`src/rtl/flash_lock_pkg.sv`:
```
package flash_lock_pkg;
  localparam int LOCK_W = 3;
  localparam int CMD_W  = 3;
  localparam int LVL_W  = 3;
  localparam int LK_W   = 2;

  typedef enum logic [CMD_W-1:0] {
    CMD_READ       = 3'd0,
    CMD_VERIFY     = 3'd1,
    CMD_BYTE_PGM   = 3'd2,
    CMD_SECT_ERASE = 3'd3,
    CMD_BLK_ERASE  = 3'd4,
    CMD_CHIP_ERASE = 3'd5,
    CMD_LOCK_PGM   = 3'd6,
    CMD_RSVD       = 3'd7
  } cmd_e;

  typedef enum logic [LK_W-1:0] {
    LK_NONE = 2'd0,
    LK_SOFT = 2'd1,
    LK_HARD = 2'd2
  } lk_e;
endpackage

```
`src/rtl/flash_lock_decode.sv`:
```
module flash_lock_decode
  import flash_lock_pkg::*;
(
  input  logic [LOCK_W-1:0] bits_i,
  output logic [LVL_W-1:0]  level_o,
  output lk_e               blk0_o,
  output lk_e               blk1_o
);
  logic [LVL_W-1:0] zeros;

  always_comb begin
    zeros = '0;
    for (int i = 0; i < LOCK_W; i++) begin
      zeros = zeros + LVL_W'(!bits_i[i]);
    end
    level_o = zeros + LVL_W'(1);
  end

  always_comb begin
    blk0_o = LK_HARD;
    blk1_o = LK_HARD;
    case (bits_i)
      3'b111: begin blk0_o = LK_NONE; blk1_o = LK_NONE; end
      3'b110,
      3'b101,
      3'b011,
      3'b010: begin blk0_o = LK_SOFT; blk1_o = LK_SOFT; end
      3'b100: begin blk0_o = LK_SOFT; blk1_o = LK_HARD; end
      default: begin blk0_o = LK_HARD; blk1_o = LK_HARD; end
    endcase
  end
endmodule

```
`src/rtl/flash_lock_rules.sv`:
```
module flash_lock_rules
  import flash_lock_pkg::*;
(
  input  logic             host_i,
  input  cmd_e             cmd_i,
  input  logic             tgt_i,
  input  logic             src_i,
  input  logic [LVL_W-1:0] level_i,
  input  lk_e              blk0_i,
  input  lk_e              blk1_i,
  output logic             allow_o
);
  lk_e tgt_st, src_st, eff_st;

  always_comb begin
    tgt_st = tgt_i ? blk1_i : blk0_i;
    src_st = src_i ? blk1_i : blk0_i;
    // host sees soft locks as hard
    eff_st = (host_i && tgt_st == LK_SOFT) ? LK_HARD : tgt_st;
  end

  always_comb begin
    allow_o = 1'b0;
    if (cmd_i == CMD_RSVD) begin
      allow_o = 1'b0;
    end else if (cmd_i == CMD_CHIP_ERASE || cmd_i == CMD_LOCK_PGM) begin
      allow_o = 1'b1;
    end else if (level_i == LVL_W'(4)) begin
      allow_o = 1'b0;
    end else if (cmd_i == CMD_VERIFY && level_i == LVL_W'(2)) begin
      allow_o = 1'b1;
    end else begin
      case (eff_st)
        LK_NONE: allow_o = 1'b1;
        LK_SOFT: allow_o = (cmd_i == CMD_READ) || (src_st != LK_NONE);
        LK_HARD: allow_o = !host_i && cmd_i == CMD_READ && src_st == LK_HARD;
        default: allow_o = 1'b0;
      endcase
    end
  end
endmodule

```
`src/rtl/flash_lock_reg.sv`:
```
module flash_lock_reg
  import flash_lock_pkg::*;
#(
  parameter logic [LOCK_W-1:0] RESET_VAL = '1
) (
  input  logic              clk_i,
  input  logic              rst_ni,
  input  logic              clr_en_i,
  input  logic [LOCK_W-1:0] clr_mask_i,
  input  logic              erase_en_i,
  output logic [LOCK_W-1:0] bits_o
);
  logic [LOCK_W-1:0] bits_q;

  always_ff @(posedge clk_i or negedge rst_ni) begin
    if (!rst_ni)         bits_q <= RESET_VAL;
    else if (erase_en_i) bits_q <= '1;
    else if (clr_en_i)   bits_q <= bits_q & ~clr_mask_i;
  end

  assign bits_o = bits_q;


  one_way_chk: assert property (@(posedge clk_i) disable iff (!rst_ni)
    !erase_en_i |=> ((bits_q & ~$past(bits_q)) == '0));


  erase_sets_chk: assert property (@(posedge clk_i) disable iff (!rst_ni)
    erase_en_i |=> (bits_q == '1));


  hold_chk: assert property (@(posedge clk_i) disable iff (!rst_ni)
    (!erase_en_i && !clr_en_i) |=> $stable(bits_q));
endmodule

```
`src/rtl/flash_lock_guard.sv`:
```
module flash_lock_guard
  import flash_lock_pkg::*;
(
  input  logic              clk_i,
  input  logic              rst_ni,
  input  logic              req_i,
  input  logic              host_mode_i,
  input  logic [CMD_W-1:0]  cmd_i,
  input  logic              tgt_blk_i,
  input  logic              src_blk_i,
  input  logic [LOCK_W-1:0] lock_clr_mask_i,
  output logic              grant_o,
  output logic              reject_o,
  output logic [LOCK_W-1:0] lock_bits_o,
  output logic [LK_W-1:0]   blk0_state_o,
  output logic [LK_W-1:0]   blk1_state_o,
  output logic [LVL_W-1:0]  sec_level_o,
  output logic              ext_boot_en_o
);
  cmd_e              cmd;
  logic [LOCK_W-1:0] bits;
  logic [LVL_W-1:0]  level;
  lk_e               blk0, blk1;
  logic              allow;
  logic              grant_q, reject_q;

  assign cmd = cmd_e'(cmd_i);

  flash_lock_reg u_reg (
    .clk_i      (clk_i),
    .rst_ni     (rst_ni),
    .clr_en_i   (req_i && allow && cmd == CMD_LOCK_PGM),
    .clr_mask_i (lock_clr_mask_i),
    .erase_en_i (req_i && allow && cmd == CMD_CHIP_ERASE),
    .bits_o     (bits)
  );

  flash_lock_decode u_dec (
    .bits_i  (bits),
    .level_o (level),
    .blk0_o  (blk0),
    .blk1_o  (blk1)
  );

  flash_lock_rules u_rules (
    .host_i  (host_mode_i),
    .cmd_i   (cmd),
    .tgt_i   (tgt_blk_i),
    .src_i   (src_blk_i),
    .level_i (level),
    .blk0_i  (blk0),
    .blk1_i  (blk1),
    .allow_o (allow)
  );

  always_ff @(posedge clk_i or negedge rst_ni) begin
    if (!rst_ni) begin
      grant_q  <= 1'b0;
      reject_q <= 1'b0;
    end else begin
      grant_q  <= req_i && allow;
      reject_q <= req_i && !allow;
    end
  end

  assign grant_o       = grant_q;
  assign reject_o      = reject_q;
  assign lock_bits_o   = bits;
  assign blk0_state_o  = blk0;
  assign blk1_state_o  = blk1;
  assign sec_level_o   = level;
  assign ext_boot_en_o = (level != LVL_W'(4));


  one_result_chk: assert property (@(posedge clk_i) disable iff (!rst_ni)
    req_i |=> (grant_o ^ reject_o));


  no_req_quiet_chk: assert property (@(posedge clk_i) disable iff (!rst_ni)
    !req_i |=> (!grant_o && !reject_o));


  chip_erase_grant_chk: assert property (@(posedge clk_i) disable iff (!rst_ni)
    (req_i && cmd == CMD_CHIP_ERASE) |=> grant_o);


  rsvd_reject_chk: assert property (@(posedge clk_i) disable iff (!rst_ni)
    (req_i && cmd == CMD_RSVD) |=> reject_o);


  top_level_hard_chk: assert property (@(posedge clk_i) disable iff (!rst_ni)
    (level == LVL_W'(4)) |-> (blk0 == LK_HARD && blk1 == LK_HARD));


  base_level_open_chk: assert property (@(posedge clk_i) disable iff (!rst_ni)
    (level == LVL_W'(1)) |-> (blk0 == LK_NONE && blk1 == LK_NONE));
endmodule

```
`config.mk`:
```
export PLATFORM = sky130hd
export DESIGN_NAME = flash_lock_guard
export DESIGN_NICKNAME = d
export VERILOG_FILES = /design/src/rtl/flash_lock_pkg.sv /design/src/rtl/flash_lock_decode.sv /design/src/rtl/flash_lock_rules.sv /design/src/rtl/flash_lock_reg.sv /design/src/rtl/flash_lock_guard.sv
export SDC_FILE = /design/constraint.sdc
export NUM_CORES = 1
export LEC_CHECK = 0
export ABC_AREA = 0
export BUFFER_PORTS_ARGS = -buffer_cell sky130_fd_sc_hd__buf_2
export CELL_PAD_IN_SITES_DETAIL_PLACEMENT = 0
export CELL_PAD_IN_SITES_GLOBAL_PLACEMENT = 2
export CORE_MARGIN = 2
export CORE_UTILIZATION = 25
export CTS_CLUSTER_DIAMETER = 100
export DETAILED_ROUTE_END_ITERATION = 7
export MAX_ROUTING_LAYER = met4
export PLACE_DENSITY_LB_ADDON = 0.1
export SLEW_MARGIN = 30
export SYNTH_ARGS = -nofsm -noshare
export SYNTH_HDL_FRONTEND = slang
export SYNTH_SLANG_ARGS = --single-unit
```
`constraint.sdc`:
```
create_clock -name clk_i -period 5 [get_ports clk_i]
set_input_delay 0.5 -clock clk_i [delete_from_list [all_inputs] [get_ports clk_i]]
set_output_delay 0.5 -clock clk_i [all_outputs]
set_load 0.005 [all_outputs]
```
After elaboration in Yosys (flattened, before gate mapping)

Cells that the tools add are included.

Memory bits (writable): 0
Output and inout bits: 13
Bits in read-only memories: 0
Flip-flop bits (word level): 5
Memories kept: 0
Bits in latches: 0

Div/mod/pow operators: 0
Bitwise logic cells: 2
Multiply operators: 0
Add/subtract/negate cells: 3
Shift operators: 0
Equality and inequality tests: 17
Reduce and logical (&&, ||, !) cells: 21
Magnitude comparators: 0
Muxes and demuxes: 12

Operators with widths:

| cell                                           | number |
|---|---|
| == test 3 bit (second input constant)          | 8 |
| == test 3 x 2 -> 1 bit (second input constant) | 3 |
| logical AND 1 bit                              | 8 |
| case mux 2 bit (2 select lines)                | 2 |
| 2-to-1 mux 2 bit                               | 3 |
| 2-to-1 mux 3 bit                               | 2 |
| zero test 1 bit                                | 5 |
| OR reduction 5 bit                             | 1 |
| == test 2 x 1 -> 1 bit (second input constant) | 2 |
| == test 2 bit (second input constant)          | 2 |
| 2-to-1 mux 1 bit                               | 4 |
| nonzero test 2 bit                             | 2 |
| OR reduction 4 bit                             | 1 |
| adder 3 x 1 -> 3 bit                           | 1 |
| adder 3 x 1 -> 3 bit (second input constant)   | 1 |
| AND 3 bit                                      | 1 |
| == test 3 x 1 -> 1 bit (second input constant) | 1 |
| zero test 3 bit                                | 1 |
| inequality test 3 bit (second input constant)  | 1 |
| inverter 3 bit                                 | 1 |
| case mux 1 bit (3 select lines)                | 1 |
| adder 1 x 1 -> 2 bit                           | 1 |
| zero test 2 bit                                | 1 |
| logical OR 1 bit                               | 2 |

Longest topological paths before layout

Gate-level depths: netlist (run 1).

Depth in word-level cells: 17
Gate-level depth with buffers: 11
Depth with buffers taken out: 11

Hierarchy

From an unflattened synthesis (run 1), not the netlist that was laid out.

Cells, all modules: 58
Area, all modules: 506.7 um^2

Modules (own cells, without submodules):

| module            | cells each | instances | area each (um^2) |
|---|---|---|---|
| flash_lock_decode | 19         | 1         | 147.6 |
| flash_lock_rules  | 21         | 1         | 137.6 |
| flash_lock_reg    | 9          | 1         | 112.6 |
| flash_lock_guard  | 9          | 1         | 108.9 |

Worst setup path before layout (run 1)

No wires, ideal clock.

Kind: register -> register
Start: register u_reg.bits_q[1], in the netlist u_reg.bits_o[1]
End: register grant_q, in the netlist grant_o
Path slack: 2.623 ns
Stages on the path, launching flop included: 11
Data required time: 4.933 ns
Clock period less this slack: 2.377 ns
Arrival: 2.310 ns
Cell sequence: dfstp_2 -> inv_1 -> ha_1 -> inv_1 -> ha_1 -> inv_1 -> ha_1 -> nor3b_1 -> or4_1 -> o221ai_1 -> and3_1

RTL lines:

| item                     | RTL line                | RTL |
|---|---|---|
| start, declared          | flash_lock_reg.sv:13    | `logic [LOCK_W-1:0] bits_q;` |
| start signal, assigned   | flash_lock_reg.sv:18    | `else if (clr_en_i) bits_q <= bits_q & ~clr_mask_i;` |
| zero test 1 bit *        | flash_lock_decode.sv:14 | `zeros = zeros + LVL_W'(!bits_i[i]);` |
| adder 1 x 1 -> 2 bit *   | flash_lock_decode.sv:14 |  |
| adder 3 x 1 -> 3 bit *   | flash_lock_decode.sv:14 |  |
| adder 3 x 1 -> 3 bit *   | flash_lock_decode.sv:16 | `level_o = zeros + LVL_W'(1);` |
| named net sec_level_o[1] | flash_lock_guard.sv:17  | `output logic [LVL_W-1:0] sec_level_o,` |
| == test 3 x 2 -> 1 bit   | flash_lock_rules.sv:30  | `end else if (cmd_i == CMD_VERIFY && level_i == LVL_W'(2)) begin` |
| logical AND 1 bit        | flash_lock_rules.sv:30  |  |
| 2-to-1 mux 1 bit         | flash_lock_rules.sv:30  |  |
| 2-to-1 mux 1 bit *       | flash_lock_rules.sv:28  | `end else if (level_i == LVL_W'(4)) begin` |
| 2-to-1 mux 1 bit *       | flash_lock_rules.sv:26  | `end else if (cmd_i == CMD_CHIP_ERASE \|\| cmd_i == CMD_LOCK_PGM) begin` |
| 2-to-1 mux 1 bit *       | flash_lock_rules.sv:24  | `if (cmd_i == CMD_RSVD) begin` |
| logical AND 1 bit *      | flash_lock_guard.sv:61  | `grant_q <= req_i && allow;` |
| end signal, assigned     | flash_lock_guard.sv:61  |  |
| end, declared            | flash_lock_guard.sv:25  | `logic grant_q, reject_q;` |

The timed path passes the listed nets; every way through them passes the cells marked *.
A chain may end at the register's enable or synchronous reset.

Final worst setup path (run 1)

Start: register u_reg.bits_q[0], in the netlist u_reg.bits_o[0]
End: output port ext_boot_en_o

Word-level cells in the longest chain between the ends: 5

RTL lines:

| item                  | RTL line                | RTL |
|---|---|---|
| zero test 1 bit       | flash_lock_decode.sv:14 |  |
| adder 1 x 1 -> 2 bit  | flash_lock_decode.sv:14 |  |
| adder 3 x 1 -> 3 bit  | flash_lock_decode.sv:14 |  |
| adder 3 x 1 -> 3 bit  | flash_lock_decode.sv:16 |  |
| inequality test 3 bit | flash_lock_guard.sv:72  | `assign ext_boot_en_o = (level != LVL_W'(4));` |
| end, declared         | flash_lock_guard.sv:18  | `output logic ext_boot_en_o` |

No other way between the ends.

==> results of run 1 <==
routing by layer:
layer	part of all wire, %	global-route usage [%]	routed length, um
met5	0	-	0
met4	0	2.78	0
met3	4.5	3.33	58
met2	50	18.2	643
met1	45	14.2	578
flip-flops by register name, summed over array words and instances (netlist names):
| register | cells |
|---|---|
| reject_o | 1 |
| u_reg.bits_o | 3 |
| grant_o | 1 |
power breakdown:
group          switching, uW  internal [uW]
logic                   36.5           33.2
registers               4.43           45.8
clock network           15.3           30.1
total                   56.3            109
metrics by stage:
stage	cell area, sq um	utilization (%)	std cells	worst slack [ns]
floorplan	529	-	64	2.62
global placement	683	34.5	115	2.45
detailed placement	683	34.5	115	2.47
CTS	709	35.8	119	2.21
global route	709	35.8	119	2.01
finish	709	35.8	119	2.27
worst register-to-register path, cell delays in order (launching register included):
cell	delay (ns)
dfstp_2	0.58
inv_1	0.08
ha_1	0.28
inv_1	0.05
ha_1	0.12
inv_1	0.04
ha_1	0.30
nor3b_1	0.08
or4_1	0.50
o221ai_1	0.19
and3_1	0.19
kinds of logic after synthesis:
logic type	synth area share, %
and+or+nand+nor	29.8
AOI/OAI and AO/OA	23.2
adders and majority gates	14.2
buffers and inverters	8.51
DFF	24.4
worst max path at each step:
stage | end | slack (ns) | cells after the start
after global placement | ext_boot_en_o | 2.45 | 9
after CTS | ext_boot_en_o | 2.21 | 9
after global routing | ext_boot_en_o | 2.01 | 9
after floorplan | grant_o | 2.62 | 10
final | ext_boot_en_o | 2.27 | 9
after detailed placement | ext_boot_en_o | 2.47 | 9
area by class of cell:
type,count,area share (%)
clock buffer,4,3.70
inverter,12,6.35
timing repair buffer,24,16.9
multi-input combinational,47,50.1
sequential,5,18.2
tap,27,4.76
synth_stat cells, types with 2 or more instances:
| master | count | area share (%) |
|---|---|---|
| nor2_1 | 6 | 4.3 |
| dfrtp_1 | 2 | 9.5 |
| nor3_1 | 4 | 3.8 |
| ha_1 | 6 | 14 |
| nand2_1 | 2 | 1.4 |
| a21oi_1 | 4 | 3.8 |
| and3_1 | 2 | 2.4 |
| inv_1 | 12 | 8.5 |
| dfstp_2 | 3 | 15 |
| o21ai_0 | 5 | 4.7 |
==> reports/metrics.yaml, run 1 <==
start_kind: "register"
vias: 556
final_nets: 111
finalCriticalPeriod_ns: 2.73
regArea_sq_um: 129
slew_viol_final: 0
grt_max_degree: 10
hpwl_mm: 1.10
grt_pass1_vias: 505
die_w_um: 50.0
r2r_end: "grant_o"
drt_iter0_markers: 5
hold_viol: 0
maxSlewHeadroom_pct: 74.0
start_util_pct: 26.7
cp_max_fo: 6
crit_buf_inv: 5
nFillCells: 232
critPathTopFamily: "adder cells"
multi_input_area_sq_um: 355
post_cts_resized: 0
cts_made_buffers: 3
crit_chain: "inv_1 > ha_1 > inv_1 > ha_1 > inv_1 > ha_1 > nor3b_1 > inv_1 > buf_2"
ys.flop_type: "dfstp_2"
worst_path_most_repeated_cell: "inv_1"
drt-total-wl_mm: 1.28
rsz0062_at_grt: "no"
setup_tns_ns: 0
cts_root_buffer: "clkbuf_4"
antenna-diode-count: 0
gp_congestion: 0.775
status: "finished, final reports clean"
cp-end-kind: "output port"
syn_inst: 64
die-area_sq_um: 2500
reg2regPathDepth: 10
firstDrtPassIters: 4
cpMaxStageDelayCell: "dfstp_2"
finalCritPeriodShare_pct: 54.6
post_drt_wl_per_cell_um: 10.8
tightest_slew_ns: 0.384
holdWs_ns: 0.0634
cts_setup_buffers: 0
power_density_nw_per_um2: 233
setup_violations: 0
die_h_um: 50.0
clk_pin_slew_ns: 0.05
avgSynthCellArea_sq_um: 8.27
port_buffers: 24
final_cell_mix: "24 x buf_2, 12 x inv_1, 6 x nor2_1, 6 x ha_1, 5 x o21ai_0"
worstPathArrival_ns: 2.23
syn2layout_area_growth_pct: 34.0
viasPerCell: 4.67
clock_path_buffers: 2
cap_violations: 0
ys_types: 28
io_pins: 25
ctsHoldBuffers: 0
rows: 16
leakagePower_uw: 0.000347
antenna_found_initial: 0
hp-class: "input pin to async pin"
async_reset_ff_share_pct: 100
finClkSkew_ns: 0.00589
grt_pass1_wl_mm: 2.14
grt-ovfl-total: 0
r2r_slack_ns: 2.52
track_usage_pct: 11.5
ir_drop_uv: 129
worstSkewPairLatency_ns: 0.24
drive_gt1_share_pct: 41.3
required_ns: 4.50
coreArea_sq_um: 1980
final_common_cell: "buf_2"
critPathLaunch: "u_reg.bits_o[0]"
critical_path_class: "register to output port"
clock_sinks: 5
max_stage_delay_ns: 0.58
cts_tree: "built"
p_total_uw: 165
syn_nets: 82
timing.fmax_mhz: 366
yosysSeqAreaShare_pct: 24.3
ant_nets: 0
cts.htree.levels: 1
synth_edf_count: 0
syn_area_sq_um: 529
drc: 0
rr_startpoint: "u_reg.bits_o[0]"
ys_seq_elements: 5
yosys_warnings: 0
Note: power is estimated with default switching activity, not from simulation.
==> run 2: changes to the inputs <==
CORE_UTILIZATION = 21   (was 25)
clock period = 2.3 ns   (was 5 ns; I/O delays follow)
==> reports/metrics.yaml, run 2 (synthesis results as in run 1) <==
post_drt_wl_per_cell_um: 11.1  # +2.9%
hp-class: "input pin to register"
max_stage_delay_ns: 0.55  # -0.03 ns
seqPwrFrac_pct: 23.3  # -7.1 points
crit_chain: "inv_4 > ha_4 > inv_4 > ha_4 > inv_4 > ha_4 > nor3b_4 > buf_4 > inv_2 > buf_2"
firstDrtPassIters: 4  # unchanged
clkPwrFrac_pct: 21.1  # -6.4 points
place_area_sq_um: 803  # +18%
drt-total-wl_mm: 1.51  # +18%
die_h_um: 54.2  # +8.4%
critical_path_class: "register to output port"
required_ns: 2.07  # -2.43 ns
drc: 0  # unchanged
setup_violations: 0  # unchanged
reg2regPathDepth: 11  # +1
worstHoldStart: "cmd_i[1]"
cap_violations: 0  # unchanged
grt_max_degree: 10  # unchanged
slew_viol_final: 0  # unchanged
drive_gt1_share_pct: 65.1  # +24 points
clk_pin_slew_ns: 0.04  # about the same
drt_iter0_markers: 5  # unchanged
ir_drop_uv: 294  # +130%
cpMaxStageDelayCell: "dfstp_2"
cts_tree: "built"
cp_max_fo: 3  # -3
hold_viol: 0  # unchanged
fin_util_pct: 39.7  # +3.9 points
maxSlewHeadroom_pct: 76.4  # +2.4 points
tightest_slew_ns: 0.354  # -0.0306 ns
rr_startpoint: "u_reg.bits_o[1]"
rows: 18  # +2
rsz0062_at_grt: "yes"
switching_power_uw: 157  # +180%
vias: 602  # +8.3%
hpwl_mm: 1.21  # +10%
gp_congestion: 0.704  # -9.1%
worstHoldEndpoint: "u_reg.bits_o[2]"
timing.fmax_mhz: 444
start_util_pct: 21.8  # -4.9 points
syn2layout_area_growth_pct: 82.3
clock_path_buffers: 2  # unchanged
p_int_uw: 305  # +180%
p_total_uw: 463  # +180%
finalCriticalPeriod_ns: 2.25
cts_root_buffer: "clkbuf_4"
track_usage_pct: 11.4  # -0.12 points
final_area_sq_um: 965  # +36%
cts.htree.levels: 1  # unchanged
finClkSkew_ns: 0.00446  # -0.00143 ns
die_w_um: 54.2  # +8.4%
grt-ovfl-total: 0  # unchanged
worstPathArrival_ns: 2.02  # -0.21 ns
cts_made_buffers: 3  # unchanged
power_density_nw_per_um2: 480  # +110%
hold-path-cell-count: 2
io_pins: 25  # unchanged
grt_pass1_vias: 522  # +3.4%
r2r_end: "grant_o"
coreArea_sq_um: 2430  # +23%
finalCritPeriodShare_pct: 97.9
die-area_sq_um: 2940  # +17%
r2r_slack_ns: 0.05  # -2.47 ns
antenna-diode-count: 0  # unchanged
clock_sinks: 5  # unchanged
port_buffers: 24  # unchanged
grt_pass1_wl_mm: 2.37  # +11%
ant_nets: 0  # unchanged
start_kind: "register"
antenna_found_initial: 0  # unchanged
final_common_cell: "buf_2"
largest_register_ffs: 3  # unchanged
final_cell_mix: "24 x buf_2, 11 x buf_4, 7 x inv_1, 6 x nor2_1, 6 x ha_4"
power_frac_comb_pct: 55.6  # +13 points
status: "finished, final reports clean"
swShare_pct: 34.0  # about the same
leakagePower_uw: 0.000437  # +26%
final_nets: 125  # +13%
viasPerCell: 4.43  # -5.3%
cp-end-kind: "output port"
worstSkewPairLatency_ns: 0.23  # about the same
## run 2: cell types whose count changed in the layout (fill, tap and decap cells not counted), moves of 2 or more
cell	before	now
buf_4	0	11
buf_6	0	2
ha_1	6	0
ha_4	0	6
inv_1	12	7
inv_2	0	2
inv_4	0	3
## run 2: worst max-delay path by stage
stage | end | startpoint
3_5_place_dp | grant_o | u_reg.bits_o[1]
2_1_floorplan | grant_o | u_reg.bits_o[1]
4_1_cts | grant_o | u_reg.bits_o[0]
6_report | ext_boot_en_o | u_reg.bits_o[0]
3_3_place_gp | reject_o | u_reg.bits_o[1]
5_1_grt | ext_boot_en_o | u_reg.bits_o[1]
## run 2: per-stage QoR
stage / worst slack, ns / TNS (ns) / std cells / hold slack, ns
6_report: 0.0474 / 0 / 136 / 0.241
4_1_cts: 0.000931 / 0 / 132 / 0.230
3_3_place_gp: -0.0721 / -0.135 / 127 / 0.0521
5_1_grt: -0.0409 / -0.0892 / 136 / 0.230
2_1_floorplan: 0.000751 / 0 / 64 / -0.0656
3_5_place_dp: -0.0624 / -0.112 / 127 / 0.0482
## run 2: timing repair
item / in CTS / in global routing
buffers inserted: 0 / 4
hold buffers: 1 / 0
cloned: 0 / 0
hold endpoints to repair: 5 / 0
pin swaps: 2 / 9
setup endpoints to repair: 2 / 3
resized for setup: 3 / 17
## run 2: metal layers
| layer | track usage, % | part of all wire [%] | up-vias |
|---|---|---|---|
| met1 | 15.4 | 45 | 275 |
| met4 | 2.50 | 0 | 0 |
| li1 | - | - | 315 |
| met3 | 1.67 | 4.1 | 0 |
| met2 | 17.7 | 51 | 12 |
| met5 | - | 0 | - |
## run 2: worst max-delay path: cells and delay by family (launching register included)
| family | cells | cell delay (ns) |
|---|---|---|
| fa+ha+maj | 3 | 0.62 |
| buf+inv | 6 | 0.41 |
| flops | 1 | 0.55 |
| simple gates | 1 | 0.22 |
## run 2: final cells by class
| type | count | area [sq um] |
|---|---|---|
| well taps | 30 | 37.5 |
| flip-flops and latches | 5 | 129 |
| fillers | 251 | 1470 |
| clock buffers | 4 | 26.3 |
| multi-input cells | 47 | 484 |
| inverters | 12 | 52.6 |
| repair buffers | 38 | 235 |
## run 2: power groups by stage
stage / clock network [uW] / registers (uW) / logic [uW]
after floorplan: 0 / 111 / 112
final: 97.5 / 108 / 257
after global placement: 0 / 108 / 211
after global routing: 113 / 109 / 289
after CTS: 101 / 106 / 214
after detailed placement: 0 / 107 / 207
==> run 3: changes to the inputs <==
CORE_ASPECT_RATIO = 0.9   (was not set)
==> reports/metrics.yaml, run 3 (synthesis results as in run 1) <==
status: "finished, final reports clean"
cts_made_buffers: 3  # unchanged
clk_pin_slew_ns: 0.04  # about the same
tightest_slew_ns: 0.335  # -0.0190 ns
drt-total-wl_mm: 1.49  # -1.3%
worstSkewPairLatency_ns: 0.24  # about the same
hold-path-cell-count: 2  # unchanged
rr_startpoint: "u_reg.bits_o[1]"
finClkSkew_ns: 0.00103  # -0.00342 ns
final_common_cell: "buf_2"
leakagePower_uw: 0.000411  # -5.9%
die_w_um: 56.9  # +5.0%
preCtsSetupSlack_ns: -0.0911  # -0.0287 ns
viasPerCell: 4.45  # +0.44%
rows: 17  # -1
ant_nets: 0  # unchanged
r2r_slack_ns: 0.03  # about the same
cp_max_fo: 4  # +1
cap_violations: 0  # unchanged
finalCriticalPeriod_ns: 2.27  # +0.0127 ns
finalCritPeriodShare_pct: 98.5  # +0.55 points
firstDrtPassIters: 4  # unchanged
slew_viol_final: 0  # unchanged
p_total_uw: 449  # -2.9%
io_pins: 25  # unchanged
hpwl_mm: 1.23  # +1.4%
port_buffers: 24  # unchanged
grt_max_degree: 10  # unchanged
rsz0062_at_grt: "yes"
gp_congestion: 0.657  # -6.8%
track_usage_pct: 10.8  # -0.51 points
grt-ovfl-total: 0  # unchanged
hp-class: "input pin to register"
maxSlewHeadroom_pct: 77.7  # +1.3 points
nFillCells: 272  # +8.4%
ir_drop_uv: 228  # -22%
max_stage_delay_ns: 0.56  # about the same
start_util_pct: 21.8  # +0.067 points
drc: 0  # unchanged
grt_pass1_wl_mm: 2.36  # -0.59%
syn2layout_area_growth_pct: 66.4
die_h_um: 51.6  # -4.8%
post_drt_wl_per_cell_um: 11.4  # +3.3%
antenna_found_initial: 0  # unchanged
drt_iter0_markers: 6  # +1
worstHoldEndpoint: "u_reg.bits_o[1]"
cts.htree.levels: 1  # unchanged
clock_sinks: 5  # unchanged
timing.fmax_mhz: 441  # -0.56%
required_ns: 2.48  # +0.41 ns
cts_root_buffer: "clkbuf_4"
worstHoldStart: "cmd_i[1]"
critical_path_class: "register to register"
grt_pass1_vias: 540  # +3.4%
cts_tree: "built"
coreArea_sq_um: 2420  # -0.31%
crit_chain: "inv_2 > ha_4 > inv_2 > ha_4 > inv_2 > ha_4 > nor3b_4 > or4_1 > o221ai_2 > and3_1"
vias: 578  # -4.0%
final_cell_mix: "23 x buf_2, 8 x buf_4, 7 x inv_1, 6 x nor2_1"
antenna-diode-count: 0  # unchanged
hold_viol: 0  # unchanged
largest_register_ffs: 3  # unchanged
setup_violations: 0  # unchanged
final_nets: 121  # -3.2%
cpMaxStageDelayCell: "dfstp_2"
power_density_nw_per_um2: 510  # +6.3%
reg2regPathDepth: 10  # -1
r2r_end: "grant_o"
cp-end-kind: "register"
start_kind: "register"
die-area_sq_um: 2940  # about the same
worstPathArrival_ns: 2.44  # +0.42 ns
drive_gt1_share_pct: 59.8  # -5.3 points
clock_path_buffers: 2  # unchanged
worst_slack_ns: 0.0346  # -0.0127 ns
## run 3: what timing repair did
item / 4_1_cts / 5_1_grt
gates resized for setup: 4 / 5
endpoints found under the hold margin: 5 / 0
gates cloned: 0 / 0
pin swaps: 2 / 4
hold buffers: 1 / 0
setup buffers: 0 / 2
endpoints found under the setup margin: 3 / 3
## run 3: how the worst max path moves through the flow
stage / startpoint / cells after the start / endpoint
after global placement: u_reg.bits_o[1] / 8 / reject_o
after global routing: u_reg.bits_o[1] / 10 / reject_o
after floorplan: u_reg.bits_o[1] / 8 / grant_o
after CTS: u_reg.bits_o[1] / 10 / ext_boot_en_o
final: u_reg.bits_o[1] / 10 / grant_o
after detailed placement: u_reg.bits_o[1] / 8 / reject_o
## run 3: power breakdown
part | switching [uW] | internal (uW) | leakage [uW] | total [uW]
clock network | 35.5 | 65.6 | 0.0000150 | 101
registers | 7.89 | 99.5 | 0.0000569 | 107
logic | 110 | 131 | 0.000340 | 241
total | 153 | 296 | 0.000411 | 449
## run 3: layout make-up
class,count,area [sq um],area share (%)
Clock buffer,4,26.3,2.98
Inverter,12,45.0,5.11
Multi-Input combinational cell,47,438,49.7
Tap cell,28,35.0,3.98
Timing Repair Buffer,34,208,23.6
Sequential cell,5,129,14.6
## run 3: critical path, delay by kind of cell, from the launching register on
family / cells / cell delay (ns)
AOI/OAI and AO/OA: 1 / 0.15
adders and majority gates: 3 / 0.59
buffers and inverters: 3 / 0.15
DFF: 1 / 0.56
and+or+nand+nor: 3 / 0.76
## run 3: through the flow
step                hold slack, ns  utilization [%]  instances  setup TNS (ns)  area [sq um]
finish                       0.236             36.3        130               0           881
detailed placement          0.0508             32.4        123          -0.181           786
global route                 0.241             36.3        130          -0.138           881
CTS                          0.240             34.8        128       -0.000989           845
floorplan                  -0.0656                -         64               0           578
global placement            0.0512             32.4        123          -0.251           786
## run 3: routing by layer
metal	track usage, %	share of wire (%)
met1	13.7	48
met2	16.3	46
met3	4.48	6.1
met4	2.33	0
met5	-	0
